File: src/rtl/adpcm_pkg.sv
package adpcm_pkg;
    localparam int SMP_W     = 16;
    localparam int CODE_W    = 4;
    localparam int MEM_W     = 32;
    localparam int IDX_W     = 7;
    localparam int IDX_MAX   = 88;
    localparam int STEP_N    = IDX_MAX + 1;
    localparam int STEP_W    = 16;

    typedef logic [STEP_W-1:0] step_tbl_t [STEP_N];

    // Geometric step ladder, about ten percent per entry, never below +1.
    function automatic step_tbl_t build_steps();
        step_tbl_t t;
        int s;
        s = 7;
        for (int i = 0; i < STEP_N; i++) begin
            t[i] = STEP_W'(s);
            s = s + (((s / 10) > 1) ? (s / 10) : 1);
            if (s > 32767) s = 32767;
        end
        return t;
    endfunction

    // Index movement per code magnitude.
    function automatic logic signed [4:0] idx_adj(input logic [2:0] m);
        if (!m[2]) return -5'sd1;
        return $signed({2'b00, m[1:0], 1'b0}) + 5'sd2;
    endfunction
endpackage

File: src/rtl/adpcm_step_rom.sv
module adpcm_step_rom
    import adpcm_pkg::*;
(
    input  logic [IDX_W-1:0]  idx,
    output logic [STEP_W-1:0] step
);
    localparam step_tbl_t TBL = build_steps();

    always_comb begin
        if (int'(idx) > IDX_MAX) step = TBL[IDX_MAX];
        else                     step = TBL[idx];
    end
endmodule

File: src/rtl/adpcm_quant.sv
module adpcm_quant
    import adpcm_pkg::*;
(
    input  logic signed [SMP_W-1:0] sample,
    input  logic signed [SMP_W-1:0] pred,
    input  logic [IDX_W-1:0]        idx,
    output logic [CODE_W-1:0]       code,
    output logic signed [SMP_W-1:0] pred_nx,
    output logic [IDX_W-1:0]        idx_nx
);
    logic [STEP_W-1:0]        step;
    logic signed [SMP_W:0]    diff;
    logic [SMP_W:0]           rem, vp, thr;
    logic                     neg;
    logic [2:0]               mag;
    logic signed [SMP_W+2:0]  psum;
    logic signed [IDX_W+1:0]  isum;

    adpcm_step_rom u_rom (.idx(idx), .step(step));

    always_comb begin
        diff = $signed({sample[SMP_W-1], sample}) - $signed({pred[SMP_W-1], pred});
        neg  = diff[SMP_W];
        rem  = neg ? (~diff + 1'b1) : diff;
        vp   = {1'b0, step} >> 3;
        mag  = '0;
        for (int b = 2; b >= 0; b--) begin
            thr = {1'b0, step} >> (2 - b);
            if (rem >= thr) begin
                mag[b] = 1'b1;
                rem    = rem - thr;
                vp     = vp + thr;
            end
        end
        code = {neg, mag};

        if (neg) psum = $signed({{2{pred[SMP_W-1]}}, pred[SMP_W-1], pred}) - $signed({2'b00, vp});
        else     psum = $signed({{2{pred[SMP_W-1]}}, pred[SMP_W-1], pred}) + $signed({2'b00, vp});
        if (psum > 19'sd32767)       pred_nx = 16'sh7FFF;
        else if (psum < -19'sd32768) pred_nx = 16'sh8000;
        else                         pred_nx = psum[SMP_W-1:0];

        isum = $signed({2'b00, idx}) + (IDX_W+2)'(idx_adj(mag));
        if (isum < 0)                          idx_nx = '0;
        else if (isum > (IDX_W+2)'(IDX_MAX))   idx_nx = IDX_W'(IDX_MAX);
        else                                   idx_nx = isum[IDX_W-1:0];
    end
endmodule

File: src/rtl/adpcm_mem_coder.sv
module adpcm_mem_coder
    import adpcm_pkg::*;
#(
    parameter int AW = 16
) (
    input  logic             clk,
    input  logic             rst_n,
    input  logic             start,
    input  logic [AW-1:0]    region_base,
    input  logic [AW-1:0]    half_words,
    output logic             mem_rd_req,
    output logic             mem_wr_req,
    output logic [AW-1:0]    mem_addr,
    output logic [MEM_W-1:0] mem_wdata,
    input  logic [MEM_W-1:0] mem_rdata,
    input  logic             mem_gnt,
    output logic             busy,
    output logic             done
);
    localparam int NIB_PER_WORD = MEM_W / CODE_W;
    localparam int NW           = $clog2(NIB_PER_WORD) + 1;
    localparam int SMP_PER_WORD = MEM_W / SMP_W;

    typedef enum logic [2:0] {ST_IDLE, ST_READ, ST_CODE, ST_WRITE, ST_DONE} cst_e;

    typedef struct packed {
        cst_e              st;
        logic [AW-1:0]     rd_ptr;
        logic [AW-1:0]     wr_ptr;
        logic [AW-1:0]     left;
        logic [MEM_W-1:0]  inbuf;
        logic [1:0]        in_cnt;
        logic [MEM_W-1:0]  outbuf;
        logic [NW-1:0]     nib;
        logic [SMP_W-1:0]  pred;
        logic [IDX_W-1:0]  idx;
    } cst_t;

    cst_t s_d, s_q;

    logic signed [SMP_W-1:0] cur_smp, pred_nx;
    logic [CODE_W-1:0]       code;
    logic [IDX_W-1:0]        idx_nx;

    assign cur_smp = (s_q.in_cnt == 2'(SMP_PER_WORD)) ? s_q.inbuf[SMP_W-1:0]
                                                      : s_q.inbuf[MEM_W-1:SMP_W];

    adpcm_quant u_quant (
        .sample (cur_smp),
        .pred   (s_q.pred),
        .idx    (s_q.idx),
        .code   (code),
        .pred_nx(pred_nx),
        .idx_nx (idx_nx)
    );

    always_comb begin
        s_d = s_q;
        unique case (s_q.st)
            ST_IDLE, ST_DONE: begin
                if (start) begin
                    s_d.rd_ptr = region_base + half_words;
                    s_d.wr_ptr = region_base;
                    s_d.left   = half_words;
                    s_d.in_cnt = '0;
                    s_d.outbuf = '0;
                    s_d.nib    = '0;
                    s_d.pred   = '0;
                    s_d.idx    = '0;
                    s_d.st     = (half_words == '0) ? ST_DONE : ST_READ;
                end
            end
            ST_READ: begin
                if (mem_gnt) begin
                    s_d.inbuf  = mem_rdata;
                    s_d.in_cnt = 2'(SMP_PER_WORD);
                    s_d.rd_ptr = s_q.rd_ptr + 1'b1;
                    s_d.left   = s_q.left - 1'b1;
                    s_d.st     = ST_CODE;
                end
            end
            ST_CODE: begin
                s_d.outbuf[s_q.nib[NW-2:0]*CODE_W +: CODE_W] = code;
                s_d.nib    = s_q.nib + 1'b1;
                s_d.in_cnt = s_q.in_cnt - 1'b1;
                s_d.pred   = pred_nx;
                s_d.idx    = idx_nx;
                if (s_q.nib == NW'(NIB_PER_WORD - 1))
                    s_d.st = ST_WRITE;
                else if (s_q.in_cnt == 2'd1)
                    s_d.st = (s_q.left == '0) ? ST_WRITE : ST_READ;
                else
                    s_d.st = ST_CODE;
            end
            ST_WRITE: begin
                if (mem_gnt) begin
                    s_d.wr_ptr = s_q.wr_ptr + 1'b1;
                    s_d.outbuf = '0;
                    s_d.nib    = '0;
                    if (s_q.in_cnt != '0)    s_d.st = ST_CODE;
                    else if (s_q.left != '0) s_d.st = ST_READ;
                    else                     s_d.st = ST_DONE;
                end
            end
            default: s_d.st = ST_IDLE;
        endcase
    end

    always_ff @(posedge clk or negedge rst_n) begin
        if (!rst_n) begin
            s_q <= '0;
        end else begin
            s_q <= s_d;
        end
    end

    assign mem_rd_req = (s_q.st == ST_READ);
    assign mem_wr_req = (s_q.st == ST_WRITE);
    assign mem_addr   = (s_q.st == ST_WRITE) ? s_q.wr_ptr : s_q.rd_ptr;
    assign mem_wdata  = s_q.outbuf;
    assign busy       = (s_q.st == ST_READ) || (s_q.st == ST_CODE) || (s_q.st == ST_WRITE);
    assign done       = (s_q.st == ST_DONE);
endmodule

File: config.mk
export PLATFORM = sky130hd
export DESIGN_NAME = adpcm_mem_coder
export DESIGN_NICKNAME = d
export VERILOG_FILES = /design/src/rtl/adpcm_pkg.sv /design/src/rtl/adpcm_step_rom.sv /design/src/rtl/adpcm_quant.sv /design/src/rtl/adpcm_mem_coder.sv
export SDC_FILE = /design/constraint.sdc
export NUM_CORES = 1
export LEC_CHECK = 0
export ABC_AREA = 1
export BUFFER_PORTS_ARGS = -buffer_cell sky130_fd_sc_hd__buf_2
export CORE_ASPECT_RATIO = 0.9
export CORE_MARGIN = 2
export CORE_UTILIZATION = 55
export CTS_CLUSTER_DIAMETER = 100
export CTS_CLUSTER_SIZE = 10
export DETAILED_ROUTE_END_ITERATION = 8
export MAX_ROUTING_LAYER = met4
export PLACE_DENSITY_LB_ADDON = 0.3
export SKIP_LAST_GASP = 1
export SYNTH_ARGS = -nofsm -noshare
export SYNTH_HDL_FRONTEND = slang
export SYNTH_HIERARCHICAL = 1
export SYNTH_SLANG_ARGS = --single-unit
File: constraint.sdc
create_clock -name clk -period 21.8 [get_ports clk]
set_input_delay 3.27 -clock clk [delete_from_list [all_inputs] [get_ports clk]]
set_output_delay 3.27 -clock clk [all_outputs]
set_load 0.005 [all_outputs]
==> impl_metrics.toml, run 1 <==
[routing]
drc_errors = 0
maxUsedRoutingLayer = "met4"
vias = 19750
wl_met3_mm = 3.744
wirelength_mm = 54.09
vias_per_cell = 5.667
post_drt_wl_per_cell_um = 15.52
ant_nets = 0
wl_met2_mm = 25.06
drt-initial-drc-count = 1593
wl_met1_mm = 23.52
first_pass_iters = 6

[clock_tree]
cts_tree = "done"
ctsResizeCount = 0
numCtsBuffers = 17
cts_buffer_depth = 2
cts-root-buf = "clkbuf_16"
clk_pin_slew_ns = 0.07
htree_levels = 4
clock_latency_ns = 0.44
cts_hold_buf = 0
postCtsSetupBuffers = 0
cts.sinks = 144

[final_layout]
multi_input_area_sq_um = 12810
layout_commonest_cell = "nand2_1"
n_fill_cell = 3186
area_growth_syn_to_layout_pct = 6.366
drive_above_1_share_pct = 8.850
final-seq-area_sq_um = 3603
fin_nets = 3300
final_cell_mix = "nand2_1 (904), inv_1 (387), nand3_1 (247)"

[grt]
grt_antenna_before_repair = 0
grt_overflow = 0
grt_pass1_wl_mm = 88.77
grt_max_degree = 76
grt_pass1_vias = 18450
grtUsageTotal_pct = 31.76

[worst_hold_path]
hp-class = "reg2reg"
min_path_cells = 2

[sta]
hold_viol_final = 0
fin_crit_sh_pct = 68.82
setup_viol = 0
worstMarginPinSlew_ns = 1.153
max_freq_mhz = 66.66
fin_crit_ns = 15.00
max_slew_margin_pct = 22.96
maxSlewViolCount = 0
finClkSkew_ns = 0.01372
setup_tns_ns = 0
grt_setup_unrepaired = "false"

[place]
hpwl_mm = 42.47
place_congestion = 1.012
port-buffer-count = 119

[setup_path]
crit_fanout = 38
critPathRequiredTime_ns = 22.12
startpoint_type = "flip-flop"
end_kind = "flip-flop"
path_buf_inv = 8
cpPeakStageDelay_ns = 0.75
crit_cells = 85
crit_arrival_ns = 15.32
reg2reg_depth = 85
critPathKind = "reg2reg"
path_common_cell = "nand2_1"
crit_family = "simple AND/OR/NAND/NOR gates"
slowest_stage = "ha_1"

[floorplan]
dieArea_sq_um = 35260
io_pins = 120
coreArea_sq_um = 33110
fp.dieH_um = 178.3
start_util_pct = 56.10
die_w_um = 197.7
rows = 63

[synthesis]
synthArstFlopShare_pct = 100.0
yosysTopAreaCell = "dfrtp_1"
ys_seq_area_share_pct = 19.40
syn-num-nets = 3255
ys_warn_count = 6
synth.top_cells.by_area = "dfrtp_1 (19%), nand2_1 (18%), ha_1 (12%), inv_1 (7.8%), nand3_1 (6.7%)"
ys_seq_elements = 144
synth_edf_count = 0
synth_top_area_share_pct = 19.40
postSynthCellCount = 3004
yosys_most_used_dff = "dfrtp_1"
syn_area_sq_um = 18570
synth.distinct_cells = 59
syn_avg_cell_area_sq_um = 6.183

[status]
status = "finished clean"

[run]
maxCapViolations = 0
==> sequential cells by signal, summed over array words and instances, names as in the netlist <==
signal and count:
s_q 112, mem_wdata 32
==> synth_stat cells (6+ instances only) <==
library cell    n
dfrtp_1       144
and2_1          6
or2_2          19
xnor2_1        37
nand3b_1       12
o211ai_1       11
o31ai_1         8
buf_4          40
a21oi_1       190
fa_1            9
nand3_2         6
o21ai_0       219
buf_6           7
a31oi_1        13
nor2_1        227
nand2_1       904
nor2_2          7
buf_1          10
o21bai_1       16
nand2_2        34
nand3_1       247
nor3_1         28
clkbuf_1       26
xor2_1         76
inv_1         387
nand4_1        31
ha_1          174
o21a_1          8
o21ai_1        13
buf_2          23
inv_2          14
==> metal layers <==
metal,vias up,global-route usage (%)
li1,9794,-
met1,9055,40.29
met2,759,52.64
met3,140,3.460
met4,0,11.47
met5,-,-
==> tightest hold or removal path, cell delays in order (launching register included) <==
cell	delay [ns]
dfrtp_1	0.34
nand2_1	0.06
nand2_1	0.05
==> cell type report <==
| cell class | instances | area share, % |
|---|---|---|
| repair buffers | 134 | 3.616 |
| well taps | 422 | 2.673 |
| clock buffers | 17 | 2.153 |
| diodes | 1 | 0.01267 |
| inverters | 401 | 7.619 |
| flip-flops and latches | 144 | 18.24 |
| clock inverters | 15 | 0.8423 |
| multi-input cells | 2351 | 64.84 |
==> logic make-up (layout without fill, tap and decap cells) <==
| group | after synthesis | after routing | share of synthesized area, % |
|---|---|---|---|
| adders and majority gates | 183 | 183 | 12.69 |
| DFF | 144 | 144 | 19.40 |
| buffers and inverters | 509 | 567 | 11.65 |
| other | 1 | 2 | 0.02019 |
| AOI/OAI and AO/OA | 507 | 507 | 14.92 |
| xor gates and xnor gates | 113 | 113 | 5.328 |
| and+or+nand+nor | 1547 | 1547 | 35.99 |
==> final timing paths <==
| check | startpoint | to | slack, ns |
|---|---|---|---|
| worst max-delay path | s_q[59] | s_q[19] | 6.80 |
| worst min-delay path | s_q[74] | s_q[74] | 0.47 |
| worst max register to register | s_q[59] | s_q[19] | 6.80 |
| worst min register to register | s_q[74] | s_q[74] | 0.47 |
| max in group asynchronous | rst_n | s_q[138] | 17.51 |
| min in group asynchronous | rst_n | s_q[105] | 2.85 |
==> metrics by stage <==
step | std cells | hold WS, ns | setup WS, ns | util (%) | instance area, sq um
5_1_grt | 3484 | 0.4904 | 5.146 | 59.67 | 19750
6_report | 3485 | 0.4731 | 6.798 | 59.68 | 19760
3_5_place_dp | 3452 | 0.4594 | 6.935 | 57.88 | 19160
3_3_place_gp | 3452 | 0.4582 | 7.510 | 57.88 | 19160
2_1_floorplan | 3004 | 0.4417 | 9.324 | - | 18570
4_1_cts | 3484 | 0.4781 | 6.894 | 59.67 | 19750
Power of run 1 is left out: the tool's default activity adds up to more than one toggle a clock period on the data nets, which glitch-free logic cannot reach.
==> run 2: changes to the inputs <==
- ABC_AREA: 1 -> 0
- clock period: 21.8 -> 14.9 ns (I/O delays scaled with it)
==> impl_metrics.toml, run 2 <==
[status]
status = "finished clean"

[routing]
first_pass_iters = 6
wirelength_mm = 54.29
vias_per_cell = 6.404
drt-initial-drc-count = 2250
ant_nets = 0
post_drt_wl_per_cell_um = 18.79
vias = 18510
drc_errors = 0

[setup_path]
r2r_slack_ns = 0.80
crit_fanout = 24
cpPeakStageDelay_ns = 0.50
reg2reg_depth = 66
path_common_cell = "o21ai_0"
r2r-start = "s_q[59]"
slowest_stage = "or3b_1"
critPathRequiredTime_ns = 15.26
regToRegEndpoint = "s_q[10]"
critPathKind = "reg2reg"
crit_arrival_ns = 14.46
end_kind = "flip-flop"
startpoint_type = "flip-flop"

[synthesis]
synth.distinct_cells = 104
synthTopCellsByCount = "nand2_1 (350), a21oi_1 (187), nor2_1 (185)"
synth_compound_area_share_pct = 27.09
syn_avg_cell_area_sq_um = 7.509
syn-num-nets = 2643
yosysTopAreaCell = "dfrtp_1"
ys_seq_area_share_pct = 20.06
synth.top_cells.by_area = "dfrtp_1 (20%), ha_1 (12%), nand2_1 (7.3%), a21oi_1 (5.2%), o21ai_0 (4.6%)"
ys_seq_elements = 144
synth_fa_ha_area_share_pct = 13.12
yosysMostFrequentCell = "nand2_1"
synth_mux_area_share_pct = 4.737
postSynthCellCount = 2392
synth_top_family_by_area = "compound AO/OA/AOI/OAI gates"
ys_warn_count = 6
yosys.area_share.simple_pct = 22.58
synth_xor_area_share_pct = 5.900
synthArstFlopShare_pct = 100.0
synth_edf_count = 0
syn_area_sq_um = 17960
yosys_most_used_dff = "dfrtp_1"
synth_top_area_share_pct = 20.06

[final_layout]
area_growth_syn_to_layout_pct = 10.42
largest_reg_flops = 112
final_cell_mix = "nand2_1 (349), nor2_1 (183), a21oi_1 (179)"
fin_cells = 2890
n_fill_cell = 2786
top_register = "s_q"
layout_commonest_cell = "nand2_1"
fin_nets = 2712
final_util_pct = 61.90
drive_above_1_share_pct = 14.31

[floorplan]
rows = 62
die_w_um = 194.5
io_pins = 120
fp.dieH_um = 175.4
start_util_pct = 56.06
coreArea_sq_um = 32040
dieArea_sq_um = 34120

[run]
maxCapViolations = 0

[sta]
max_freq_mhz = 70.92
finClkSkew_ns = 0.01294
hold_viol_final = 0
max_slew_margin_pct = 23.07
fin_crit_ns = 14.10
fin_hold_ws_ns = 0.4764
setup_viol = 0
fin_crit_sh_pct = 94.63
maxSlewViolCount = 0
worstMarginPinSlew_ns = 1.154
setup_tns_ns = 0

[worst_hold_path]
hp-class = "reg2reg"
whs_endpoint = "s_q[85]"
min_path_cells = 2
hp-start = "s_q[85]"

[place]
place_congestion = 0.9896
port-buffer-count = 119
dp.cells = 2837
hpwl_mm = 41.57

[clock_tree]
numCtsBuffers = 17
cts_buffer_depth = 2
cts_hold_buf = 0
clock_latency_ns = 0.43
htree_levels = 4
cts.sinks = 144
clk_pin_slew_ns = 0.06
cts-root-buf = "clkbuf_16"
cts_tree = "done"

[grt]
grt_antenna_before_repair = 1
grtUsageTotal_pct = 31.52
grt_pass1_vias = 16840
grt_overflow = 0
grt_max_degree = 81
grt_pass1_wl_mm = 86.66
==> run 2: routing by layer <==
metal | up-vias | track usage, % | share of wire [%]
met2 | 886 | 48.86 | 44
met1 | 8745 | 43.90 | 45
met4 | 0 | 7.244 | 2.1
li1 | 8777 | - | -
met5 | - | - | 0
met3 | 100 | 4.090 | 8.3
==> run 2: what timing repair did <==
| item | CTS | global route |
|---|---|---|
| endpoints found under the setup margin | 15 | 16 |
| gates cloned | 0 | 1 |
| hold endpoints to repair | 0 | 0 |
| gates resized for setup | 5 | 56 |
| buffers inserted | 1 | 19 |
| pin swaps | 1 | 20 |
==> run 2: logic make-up after synthesis <==
group / after synthesis
compound gates: 751
flops: 144
xor+xnor: 121
other cells: 1
buf+inv: 250
mux: 76
simple gates: 866
fa+ha+maj: 183
==> run 2: critical path, delay by kind of cell, from the launching register on <==
family | cells | cell delay (ns)
xor gates and xnor gates | 1 | 0.18
adders and majority gates | 7 | 1.93
buffers and inverters | 6 | 0.86
muxes | 2 | 0.66
DFF | 1 | 0.42
AOI/OAI and AO/OA | 35 | 7.21
and+or+nand+nor | 15 | 2.73
==> run 2: per-stage QoR <==
stage                     setup slack [ns]  instance area [sq um]
after detailed placement           -0.3149                  18790
after floorplan                    0.02076                  18070
final                               0.7996                  19830
after global routing               -0.1558                  19830
after CTS                          0.09213                  19450
after global placement             0.01518                  18790
==> run 2: worst max path at each step <==
stage          startpoint       to  slack [ns]  depth (start not counted)
3_5_place_dp      s_q[59]   s_q[9]       -0.31                         72
4_1_cts           s_q[59]   s_q[9]        0.09                         74
2_1_floorplan     s_q[59]  s_q[10]        0.02                         87
3_3_place_gp      s_q[59]   s_q[9]        0.02                         72
6_report          s_q[59]  s_q[10]        0.80                         66
5_1_grt           s_q[59]  s_q[16]       -0.16                         72
==> run 2: area by class of cell <==
| type | instances | area [sq um] | share of cell area, % |
|---|---|---|---|
| repair inverters | 1 | 7.507 | 0.03785 |
| multi-input cells | 1998 | 13510 | 68.12 |
| clock inverters | 14 | 206.4 | 1.041 |
| well taps | 416 | 520.5 | 2.624 |
| flip-flops and latches | 144 | 3603 | 18.17 |
| diodes | 1 | 2.502 | 0.01262 |
| inverters | 115 | 436.7 | 2.202 |
| repair buffers | 184 | 1121 | 5.653 |
| clock buffers | 17 | 425.4 | 2.145 |
Power of run 2 is left out for the same reason.
